File: config.mk
export PLATFORM = sky130hd
export DESIGN_NAME = txq_host_port
export DESIGN_NICKNAME = d
export VERILOG_FILES = /design/src/rtl/txq_pkg.sv /design/src/rtl/txq_word_fifo.sv /design/src/rtl/txq_stat_fifo.sv /design/src/rtl/txq_byte_ser.sv /design/src/rtl/txq_host_port.sv
export SDC_FILE = /design/constraint.sdc
export NUM_CORES = 2
export LEC_CHECK = 0
export BUFFER_PORTS_ARGS = -buffer_cell sky130_fd_sc_hd__clkbuf_2
export CELL_PAD_IN_SITES_DETAIL_PLACEMENT = 1
export CELL_PAD_IN_SITES_GLOBAL_PLACEMENT = 2
export CORE_UTILIZATION = 25
export CTS_CLUSTER_SIZE = 12
export DETAILED_ROUTE_END_ITERATION = 7
export PLACE_DENSITY_LB_ADDON = 0.1
export SLEW_MARGIN = 15
export SYNTH_ARGS = -nofsm -noshare
export SYNTH_HDL_FRONTEND = slang
export SYNTH_HIERARCHICAL = 1
export SYNTH_SLANG_ARGS = --single-unit
File: constraint.sdc
create_clock -name clk -period 11.1 [get_ports clk]
set_clock_uncertainty 0.15 [all_clocks]
set_input_delay 3.33 -clock clk [delete_from_list [all_inputs] [get_ports clk]]
set_output_delay 3.33 -clock clk [all_outputs]
set_load 0.01 [all_outputs]
File: src/rtl/txq_pkg.sv
package txq_pkg;

  typedef enum logic [2:0] {
    A_CTRL = 3'd0,
    A_SIZE = 3'd1,
    A_DATA = 3'd2,
    A_STAT = 3'd3,
    A_FLAG = 3'd4,
    A_MASK = 3'd5
  } reg_addr_e;

  localparam int FLAG_UNDER = 0;
  localparam int FLAG_OVER  = 1;

  // Number of lanes a data word carries, given the bytes still expected.
  function automatic logic [2:0] lanes_for(input logic [31:0] left);
    if (left >= 32'd4) return 3'd4;
    return left[2:0];
  endfunction

  // Byte of a little-endian word selected by lane index.
  function automatic logic [7:0] lane_byte(input logic [31:0] w, input logic [1:0] lane);
    logic [31:0] s;
    s = w >> {lane, 3'b000};
    return s[7:0];
  endfunction

  // Words to take back from the queue tail on an under-run.
  function automatic logic [31:0] words_to_drop(input logic [31:0] open_words,
                                                input logic [31:0] stored);
    return (open_words < stored) ? open_words : stored;
  endfunction

endpackage

File: src/rtl/txq_word_fifo.sv
module txq_word_fifo #(
  parameter int W     = 48,
  parameter int DEPTH = 16,
  localparam int AW   = $clog2(DEPTH),
  localparam int CW   = AW + 1
) (
  input  logic          clk,
  input  logic          rst_n,
  input  logic          push,
  input  logic [W-1:0]  din,
  input  logic          pop,
  output logic [W-1:0]  dout,
  input  logic          rewind,
  input  logic [CW-1:0] drop,
  output logic [CW-1:0] count,
  output logic          empty,
  output logic          full
);
  logic [W-1:0]  mem [DEPTH];
  logic [AW-1:0] wp, rp;
  logic [CW-1:0] cnt;

  assign count = cnt;
  assign empty = (cnt == '0);
  assign full  = (cnt == CW'(DEPTH));
  assign dout  = mem[rp];

  always_ff @(posedge clk) begin
    if (push && !full) mem[wp] <= din;
  end

  always_ff @(posedge clk or negedge rst_n) begin
    if (!rst_n) begin
      wp  <= '0;
      rp  <= '0;
      cnt <= '0;
    end else if (rewind) begin
      wp  <= wp - drop[AW-1:0];
      cnt <= cnt - drop;
    end else begin
      if (push) wp <= wp + 1'b1;
      if (pop)  rp <= rp + 1'b1;
      cnt <= cnt + CW'(push) - CW'(pop);
    end
  end


  no_push_full_chk: assert property (@(posedge clk) disable iff (!rst_n)
    full |-> !push);

  rewind_alone_chk: assert property (@(posedge clk) disable iff (!rst_n)
    rewind |-> (!push && !pop && drop <= cnt));
endmodule

File: src/rtl/txq_stat_fifo.sv
module txq_stat_fifo #(
  parameter int W     = 9,
  parameter int DEPTH = 128,
  localparam int AW   = $clog2(DEPTH),
  localparam int CW   = AW + 1
) (
  input  logic         clk,
  input  logic         rst_n,
  input  logic         push,
  input  logic [W-1:0] din,
  input  logic         pop,
  output logic [W-1:0] dout,
  output logic         empty,
  output logic         full
);
  logic [W-1:0]  mem [DEPTH];
  logic [AW-1:0] wp, rp;
  logic [CW-1:0] cnt;
  logic          push_ok, pop_ok;

  assign empty   = (cnt == '0);
  assign full    = (cnt == CW'(DEPTH));
  assign push_ok = push && !full;
  assign pop_ok  = pop && !empty;
  assign dout    = mem[rp];

  always_ff @(posedge clk) begin
    if (push_ok) mem[wp] <= din;
  end

  always_ff @(posedge clk or negedge rst_n) begin
    if (!rst_n) begin
      wp  <= '0;
      rp  <= '0;
      cnt <= '0;
    end else begin
      if (push_ok) wp <= wp + 1'b1;
      if (pop_ok)  rp <= rp + 1'b1;
      cnt <= cnt + CW'(push_ok) - CW'(pop_ok);
    end
  end


  keep_oldest_chk: assert property (@(posedge clk) disable iff (!rst_n)
    (full && !pop) |=> (full && $stable(rp)));
endmodule

File: src/rtl/txq_byte_ser.sv
module txq_byte_ser #(
  parameter int ID_W  = 8,
  parameter int OPT_W = 4
) (
  input  logic             clk,
  input  logic             rst_n,
  input  logic             kill,
  input  logic             have_word,
  input  logic [31:0]      word,
  input  logic [2:0]       nlanes,
  input  logic             wlast,
  input  logic [ID_W-1:0]  wid,
  input  logic [OPT_W-1:0] wopts,
  output logic             take,
  output logic             tx_valid,
  input  logic             tx_ready,
  output logic [7:0]       tx_data,
  output logic             tx_last,
  output logic [ID_W-1:0]  tx_id,
  output logic [OPT_W-1:0] tx_opts
);
  import txq_pkg::*;

  logic             busy;
  logic [31:0]      wd;
  logic [1:0]       idx;
  logic [2:0]       nb;
  logic             wl;
  logic [ID_W-1:0]  id_q;
  logic [OPT_W-1:0] op_q;
  logic             at_end;

  assign at_end   = ({1'b0, idx} == (nb - 3'd1));
  assign take     = have_word && !kill && (!busy || (tx_ready && at_end));
  assign tx_valid = busy;
  assign tx_data  = lane_byte(wd, idx);
  assign tx_last  = busy && wl && at_end;
  assign tx_id    = id_q;
  assign tx_opts  = op_q;

  always_ff @(posedge clk or negedge rst_n) begin
    if (!rst_n) begin
      busy <= 1'b0;
      wd   <= '0;
      idx  <= '0;
      nb   <= 3'd4;
      wl   <= 1'b0;
      id_q <= '0;
      op_q <= '0;
    end else if (kill) begin
      busy <= 1'b0;
    end else if (take) begin
      busy <= 1'b1;
      wd   <= word;
      idx  <= '0;
      nb   <= nlanes;
      wl   <= wlast;
      id_q <= wid;
      op_q <= wopts;
    end else if (busy && tx_ready) begin
      if (at_end) busy <= 1'b0;
      else        idx  <= idx + 1'b1;
    end
  end


  hold_stream_chk: assert property (@(posedge clk) disable iff (!rst_n)
    (busy && !tx_ready && !kill) |=> (tx_valid && $stable(tx_data) && $stable(idx)));

  lane_range_chk: assert property (@(posedge clk) disable iff (!rst_n)
    take |-> (nlanes != 3'd0 && nlanes <= 3'd4));
endmodule

File: src/rtl/txq_host_port.sv
module txq_host_port #(
  parameter int ID_W       = 8,
  parameter int OPT_W      = 4,
  parameter int SIZE_W     = 16,
  parameter int DATA_DEPTH = 16,
  parameter int STAT_DEPTH = 128,
  localparam int EW        = 32 + 3 + 1 + ID_W + OPT_W,
  localparam int QCW       = $clog2(DATA_DEPTH) + 1,
  localparam int SW        = ID_W + 1
) (
  input  logic             clk,
  input  logic             rst_n,
  input  logic             hst_wr,
  input  logic             hst_rd,
  input  logic [2:0]       hst_addr,
  input  logic [31:0]      hst_wdata,
  output logic [31:0]      hst_rdata,
  output logic             irq,
  output logic             tx_valid,
  input  logic             tx_ready,
  output logic [7:0]       tx_data,
  output logic             tx_last,
  output logic [ID_W-1:0]  tx_id,
  output logic [OPT_W-1:0] tx_opts,
  output logic             tx_abort,
  input  logic             st_valid,
  input  logic [ID_W-1:0]  st_id,
  input  logic             st_ok
);
  import txq_pkg::*;

  // Open-frame state
  logic [SIZE_W-1:0] bytes_left;
  logic [SIZE_W-1:0] open_words;
  logic [ID_W-1:0]   id_q;
  logic [OPT_W-1:0]  op_q;
  logic [1:0]        flags, mask;
  logic [31:0]       rdata_q;
  logic              abort_q;

  // Named events
  logic ev_ctrl, ev_size, ev_data, ev_under, ev_over, ev_store, ev_kill, ev_stat_pop;
  logic [2:0] lanes;

  // Word queue wiring
  logic [EW-1:0]  q_din, q_dout;
  logic           q_pop, q_empty, q_full;
  logic [QCW-1:0] q_count, q_drop;

  // Status queue wiring
  logic [SW-1:0] s_dout;
  logic          s_empty, s_full;

  assign ev_ctrl     = hst_wr && (hst_addr == A_CTRL);
  assign ev_size     = hst_wr && (hst_addr == A_SIZE);
  assign ev_data     = hst_wr && (hst_addr == A_DATA);
  assign ev_under    = ev_ctrl && (bytes_left != '0);
  assign ev_over     = ev_data && ((bytes_left == '0) || q_full);
  assign ev_store    = ev_data && !ev_over;
  assign ev_stat_pop = hst_rd && (hst_addr == A_STAT) && !s_empty;
  assign lanes       = lanes_for(32'(bytes_left));
  assign q_drop      = QCW'(words_to_drop(32'(open_words), 32'(q_count)));
  assign ev_kill     = ev_under && (32'(open_words) > 32'(q_count));

  assign q_din = {op_q, id_q, (bytes_left <= SIZE_W'(4)), lanes, hst_wdata};

  always_ff @(posedge clk or negedge rst_n) begin
    if (!rst_n) begin
      bytes_left <= '0;
      open_words <= '0;
      id_q       <= '0;
      op_q       <= '0;
    end else if (ev_ctrl) begin
      bytes_left <= '0;
      open_words <= '0;
      id_q       <= hst_wdata[ID_W-1:0];
      op_q       <= hst_wdata[ID_W +: OPT_W];
    end else if (ev_size) begin
      bytes_left <= hst_wdata[SIZE_W-1:0];
    end else if (ev_store) begin
      bytes_left <= bytes_left - SIZE_W'(lanes);
      open_words <= open_words + 1'b1;
    end
  end

  always_ff @(posedge clk or negedge rst_n) begin
    if (!rst_n) begin
      flags   <= '0;
      mask    <= '0;
      abort_q <= 1'b0;
    end else begin
      abort_q <= ev_kill;
      if (hst_wr && hst_addr == A_FLAG) flags <= flags & ~hst_wdata[1:0];
      if (ev_under) flags[FLAG_UNDER] <= 1'b1;
      if (ev_over)  flags[FLAG_OVER]  <= 1'b1;
      if (hst_wr && hst_addr == A_MASK) mask <= hst_wdata[1:0];
    end
  end

  always_ff @(posedge clk or negedge rst_n) begin
    if (!rst_n) begin
      rdata_q <= '0;
    end else if (hst_rd) begin
      unique case (hst_addr)
        A_STAT:  rdata_q <= s_empty ? 32'd0
                          : (32'h8000_0000 | (32'(s_dout[ID_W]) << 30) | 32'(s_dout[ID_W-1:0]));
        A_FLAG:  rdata_q <= {30'd0, flags};
        A_MASK:  rdata_q <= {30'd0, mask};
        default: rdata_q <= '0;
      endcase
    end
  end

  assign hst_rdata = rdata_q;
  assign irq       = |(flags & mask);
  assign tx_abort  = abort_q;

  txq_word_fifo #(.W(EW), .DEPTH(DATA_DEPTH)) u_wq (
    .clk(clk), .rst_n(rst_n),
    .push(ev_store), .din(q_din),
    .pop(q_pop), .dout(q_dout),
    .rewind(ev_under), .drop(q_drop),
    .count(q_count), .empty(q_empty), .full(q_full)
  );

  txq_byte_ser #(.ID_W(ID_W), .OPT_W(OPT_W)) u_ser (
    .clk(clk), .rst_n(rst_n),
    .kill(ev_kill),
    .have_word(!q_empty && !ev_under),
    .word(q_dout[31:0]),
    .nlanes(q_dout[34:32]),
    .wlast(q_dout[35]),
    .wid(q_dout[36 +: ID_W]),
    .wopts(q_dout[36+ID_W +: OPT_W]),
    .take(q_pop),
    .tx_valid(tx_valid), .tx_ready(tx_ready),
    .tx_data(tx_data), .tx_last(tx_last),
    .tx_id(tx_id), .tx_opts(tx_opts)
  );

  txq_stat_fifo #(.W(SW), .DEPTH(STAT_DEPTH)) u_sq (
    .clk(clk), .rst_n(rst_n),
    .push(st_valid), .din({st_ok, st_id}),
    .pop(ev_stat_pop), .dout(s_dout),
    .empty(s_empty), .full(s_full)
  );


  underrun_flag_chk: assert property (@(posedge clk) disable iff (!rst_n)
    ev_under |=> flags[FLAG_UNDER]);

  overrun_flag_chk: assert property (@(posedge clk) disable iff (!rst_n)
    ev_over |=> flags[FLAG_OVER]);

  abort_idle_chk: assert property (@(posedge clk) disable iff (!rst_n)
    tx_abort |-> !tx_valid);

  no_kill_with_backlog_chk: assert property (@(posedge clk) disable iff (!rst_n)
    (ev_under && q_count >= QCW'(open_words)) |=> !tx_abort);
endmodule

==> metrics.log <==
INFO  metric run_status = finished, violations left
INFO  metric critPathMaxFanout = 27
INFO  metric cts_buffers = 244
INFO  metric global_route.usage.total = 0.1529
INFO  metric finalSetupViolations = 0
INFO  metric max_slew_margin = 0.2466
INFO  metric yosys_warnings = 6
INFO  metric ir_drop = 0.2272 mV
INFO  metric critical_path.slowest_cell = sky130_fd_sc_hd__nor2_4
INFO  metric post-route-period-util = 0.6263
INFO  metric power_per_cell_area = 243.7 nW/um2
INFO  metric die_area = 327600 um2
INFO  metric period_minus_slack = 6.952 ns
INFO  metric hp-class = register to register
INFO  metric die_width = 572.4 um
INFO  metric finish.instance_area = 94870 um2
INFO  metric num-fill-cells = 32790
INFO  metric drt-vias-per-instance = 4.502
INFO  metric global_route.peak_usage_layer = met2
INFO  metric hold-path-endpoint = u_ser/nb[1]
INFO  metric cp_common_cell = sky130_fd_sc_hd__nor3b_1
INFO  metric cp_num_buf_inv = 3
INFO  metric drcViolationCount = 56
INFO  metric cts_setup_buffers = 0
INFO  metric slew_viol_final = 0
INFO  metric r2r-end = u_wq/mem[7][31]
INFO  metric first_pass_grt_wire_length = 354.1 mm
INFO  metric power.static_leakage = approximately 30 nW
INFO  metric insertion_delay = 0.91 ns
INFO  metric startpoint_to_endpoint_class_of_the_critical_path = primary input to register
INFO  metric top_achievable_clock_speed = 143.8 MHz
INFO  metric min_from = u_ser/nb[1]
INFO  metric clk_transition_reported_paths = 0.05 ns
INFO  metric grt_overflow = 0
INFO  metric gr-usage-met3 = 0.01870
INFO  metric core = 324000 um2
INFO  metric clock_tree.buffer_depth = 4
INFO  metric grt_max_degree = 103
INFO  metric global_route.usage.met2 = 0.2645
INFO  metric cts_resized = 0
INFO  metric htree_levels = 4
INFO  metric first_pass_iters = 7
INFO  metric hold_viol = 0
INFO  metric end_kind = register
INFO  metric worst-slew-pin-transition = 1.127 ns
INFO  metric totalPowerFinal = 23.12 mW
INFO  metric worst_r2r_startpoint = u_wq/count[3]
INFO  metric critPathTopFamily = simple AND/OR/NAND/NOR gates
INFO  metric layout-area-overhead-vs-synth = 16.65%
INFO  metric synth_area = 81340 um2
INFO  metric cells_after_synthesis = 4084
INFO  metric cp_data_arrival_time = 7.29 ns
INFO  metric buffer_ports.inserted = 83
INFO  metric drt_initial_violations = 2514
INFO  metric route.final.wire_length = 251.8 mm
INFO  metric grtUsageMet1 = 0.2047
INFO  metric cts_tree = done
INFO  metric worstRegToRegCells = 11
INFO  metric cts-hold-fix-buffers = 0
INFO  metric first_global_vias = ~43000
INFO  metric layout-drive-gt1-share = 0.2408
INFO  metric dpl_cell_area = 86950 um2
INFO  metric final_core_util = 0.2928
INFO  metric cap_violations = 0
INFO  metric ant_nets = 0
INFO  metric path_cells = clkbuf_2 > nor3b_1 > and3b_1 > o31ai_4 > inv_1 > nor3b_1 > nand2_1 > nor2_4 > buf_4
INFO  metric rows = 209
INFO  metric detail_route.wl_per_cell = 28.53 um
INFO  metric timing.setup.tns = 0 ns
INFO  metric cp-startpoint = hst_addr[0]
INFO  metric grt_antenna_before_repair = 11
INFO  metric detailroute.via_count = roughly 40000
INFO  metric postSynthAreaPerCell = approximately 20 um2
INFO  metric final_nets = 4390
INFO  metric reg2reg_setup_slack = approximately 6 ns
INFO  metric initial_utilization = 0.2510
INFO  metric die_h = roughly 570 um
INFO  metric timing.hold.worst_path_depth = 1
INFO  metric detailed_place_hpwl = 152.9 mm
INFO  metric failed_checks = design-rule violations
INFO  metric clkSinkCount = approximately 2100
INFO  metric worst_path_largest_cell_delay = 0.86 ns
INFO  metric globalplace.congestion = 0.7187
INFO  metric grt_setup_unrepaired = false
INFO  metric boundaryPins = between 100 and 150
INFO  metric cts_root_buffer = sky130_fd_sc_hd__clkbuf_16
INFO  metric critPathLaunchType = primary input
INFO  metric cp.required = 11.44 ns
==> worst max-delay path by stage <==
stage               depth (start not counted)               end
finish                                      9   u_wq/mem[7][31]
global route                                9   u_wq/mem[7][31]
CTS                                         9   u_wq/mem[7][46]
detailed placement                          9   u_wq/mem[7][36]
global placement                            9  u_wq/mem[15][11]
floorplan                                   8    u_wq/mem[8][0]
==> cell usage in the layout, fill, tap and decap left out, types with 54 or more instances in the layout <==
cell and n:
sky130_fd_sc_hd__edfxtp_1 1920, sky130_fd_sc_hd__mux4_2 411, sky130_fd_sc_hd__clkbuf_16 250, sky130_fd_sc_hd__nor2_1 175, sky130_fd_sc_hd__nand2_1 172, sky130_fd_sc_hd__a22oi_1 140, sky130_fd_sc_hd__mux2i_1 139, sky130_fd_sc_hd__dfrtp_1 138
sky130_fd_sc_hd__buf_4 111, sky130_fd_sc_hd__clkbuf_2 73, sky130_fd_sc_hd__mux2_2 72, sky130_fd_sc_hd__inv_1 54
==> sequential cells by signal (all words and copies together) (netlist names), 2 cells and up <==
| register | cells |
|---|---|
| u_sq/mem | 1152 |
| u_wq/mem | 768 |
| u_ser/wd | 32 |
| bytes_left | 16 |
| open_words | 16 |
| hst_rdata | 10 |
| id_q | 8 |
| u_ser/tx_id | 8 |
| u_sq/cnt | 8 |
| u_sq/rp | 7 |
| u_sq/wp | 7 |
| u_wq/count | 5 |
| op_q | 4 |
| u_ser/tx_opts | 4 |
| u_wq/rp | 4 |
| u_wq/wp | 4 |
| u_ser/nb | 3 |
| flags | 2 |
| mask | 2 |
| u_ser/idx | 2 |
==> stage by stage <==
stage	std cells	hold WS, ns	setup WS (ns)
6_report	8828	0.3390	4.148
5_1_grt	8824	0.3667	3.860
2_1_floorplan	4106	0.3024	1.224
4_1_cts	8822	0.3455	4.074
3_3_place_gp	8377	0.3265	3.261
3_5_place_dp	8378	0.3326	3.163
==> layout make-up <==
cell class	instances	area, um2	area share
flip-flops and latches	2065	61300	0.6461
multi-input cells	1741	18660	0.1966
clock buffers	309	6538	0.06891
well taps	4325	5411	0.05704
repair buffers	194	1394	0.01469
clock inverters	135	1359	0.01432
inverters	54	202.7	0.002136
diodes	5	12.51	0.0001319
==> per-layer routing <==
metal	wire length (um)	vias up
li1	-	17160
met5	0	-
met1	113500	21670
met4	4614	0
met3	7444	289
met2	126300	631
==> report_power, final <==
part	switching (mW)	internal [mW]
registers	0.416	8.85
logic	3.49	2.35
clock network	3.28	4.73
total	7.18	15.9
No activity file was read; power rests on OpenSTA's default activity.
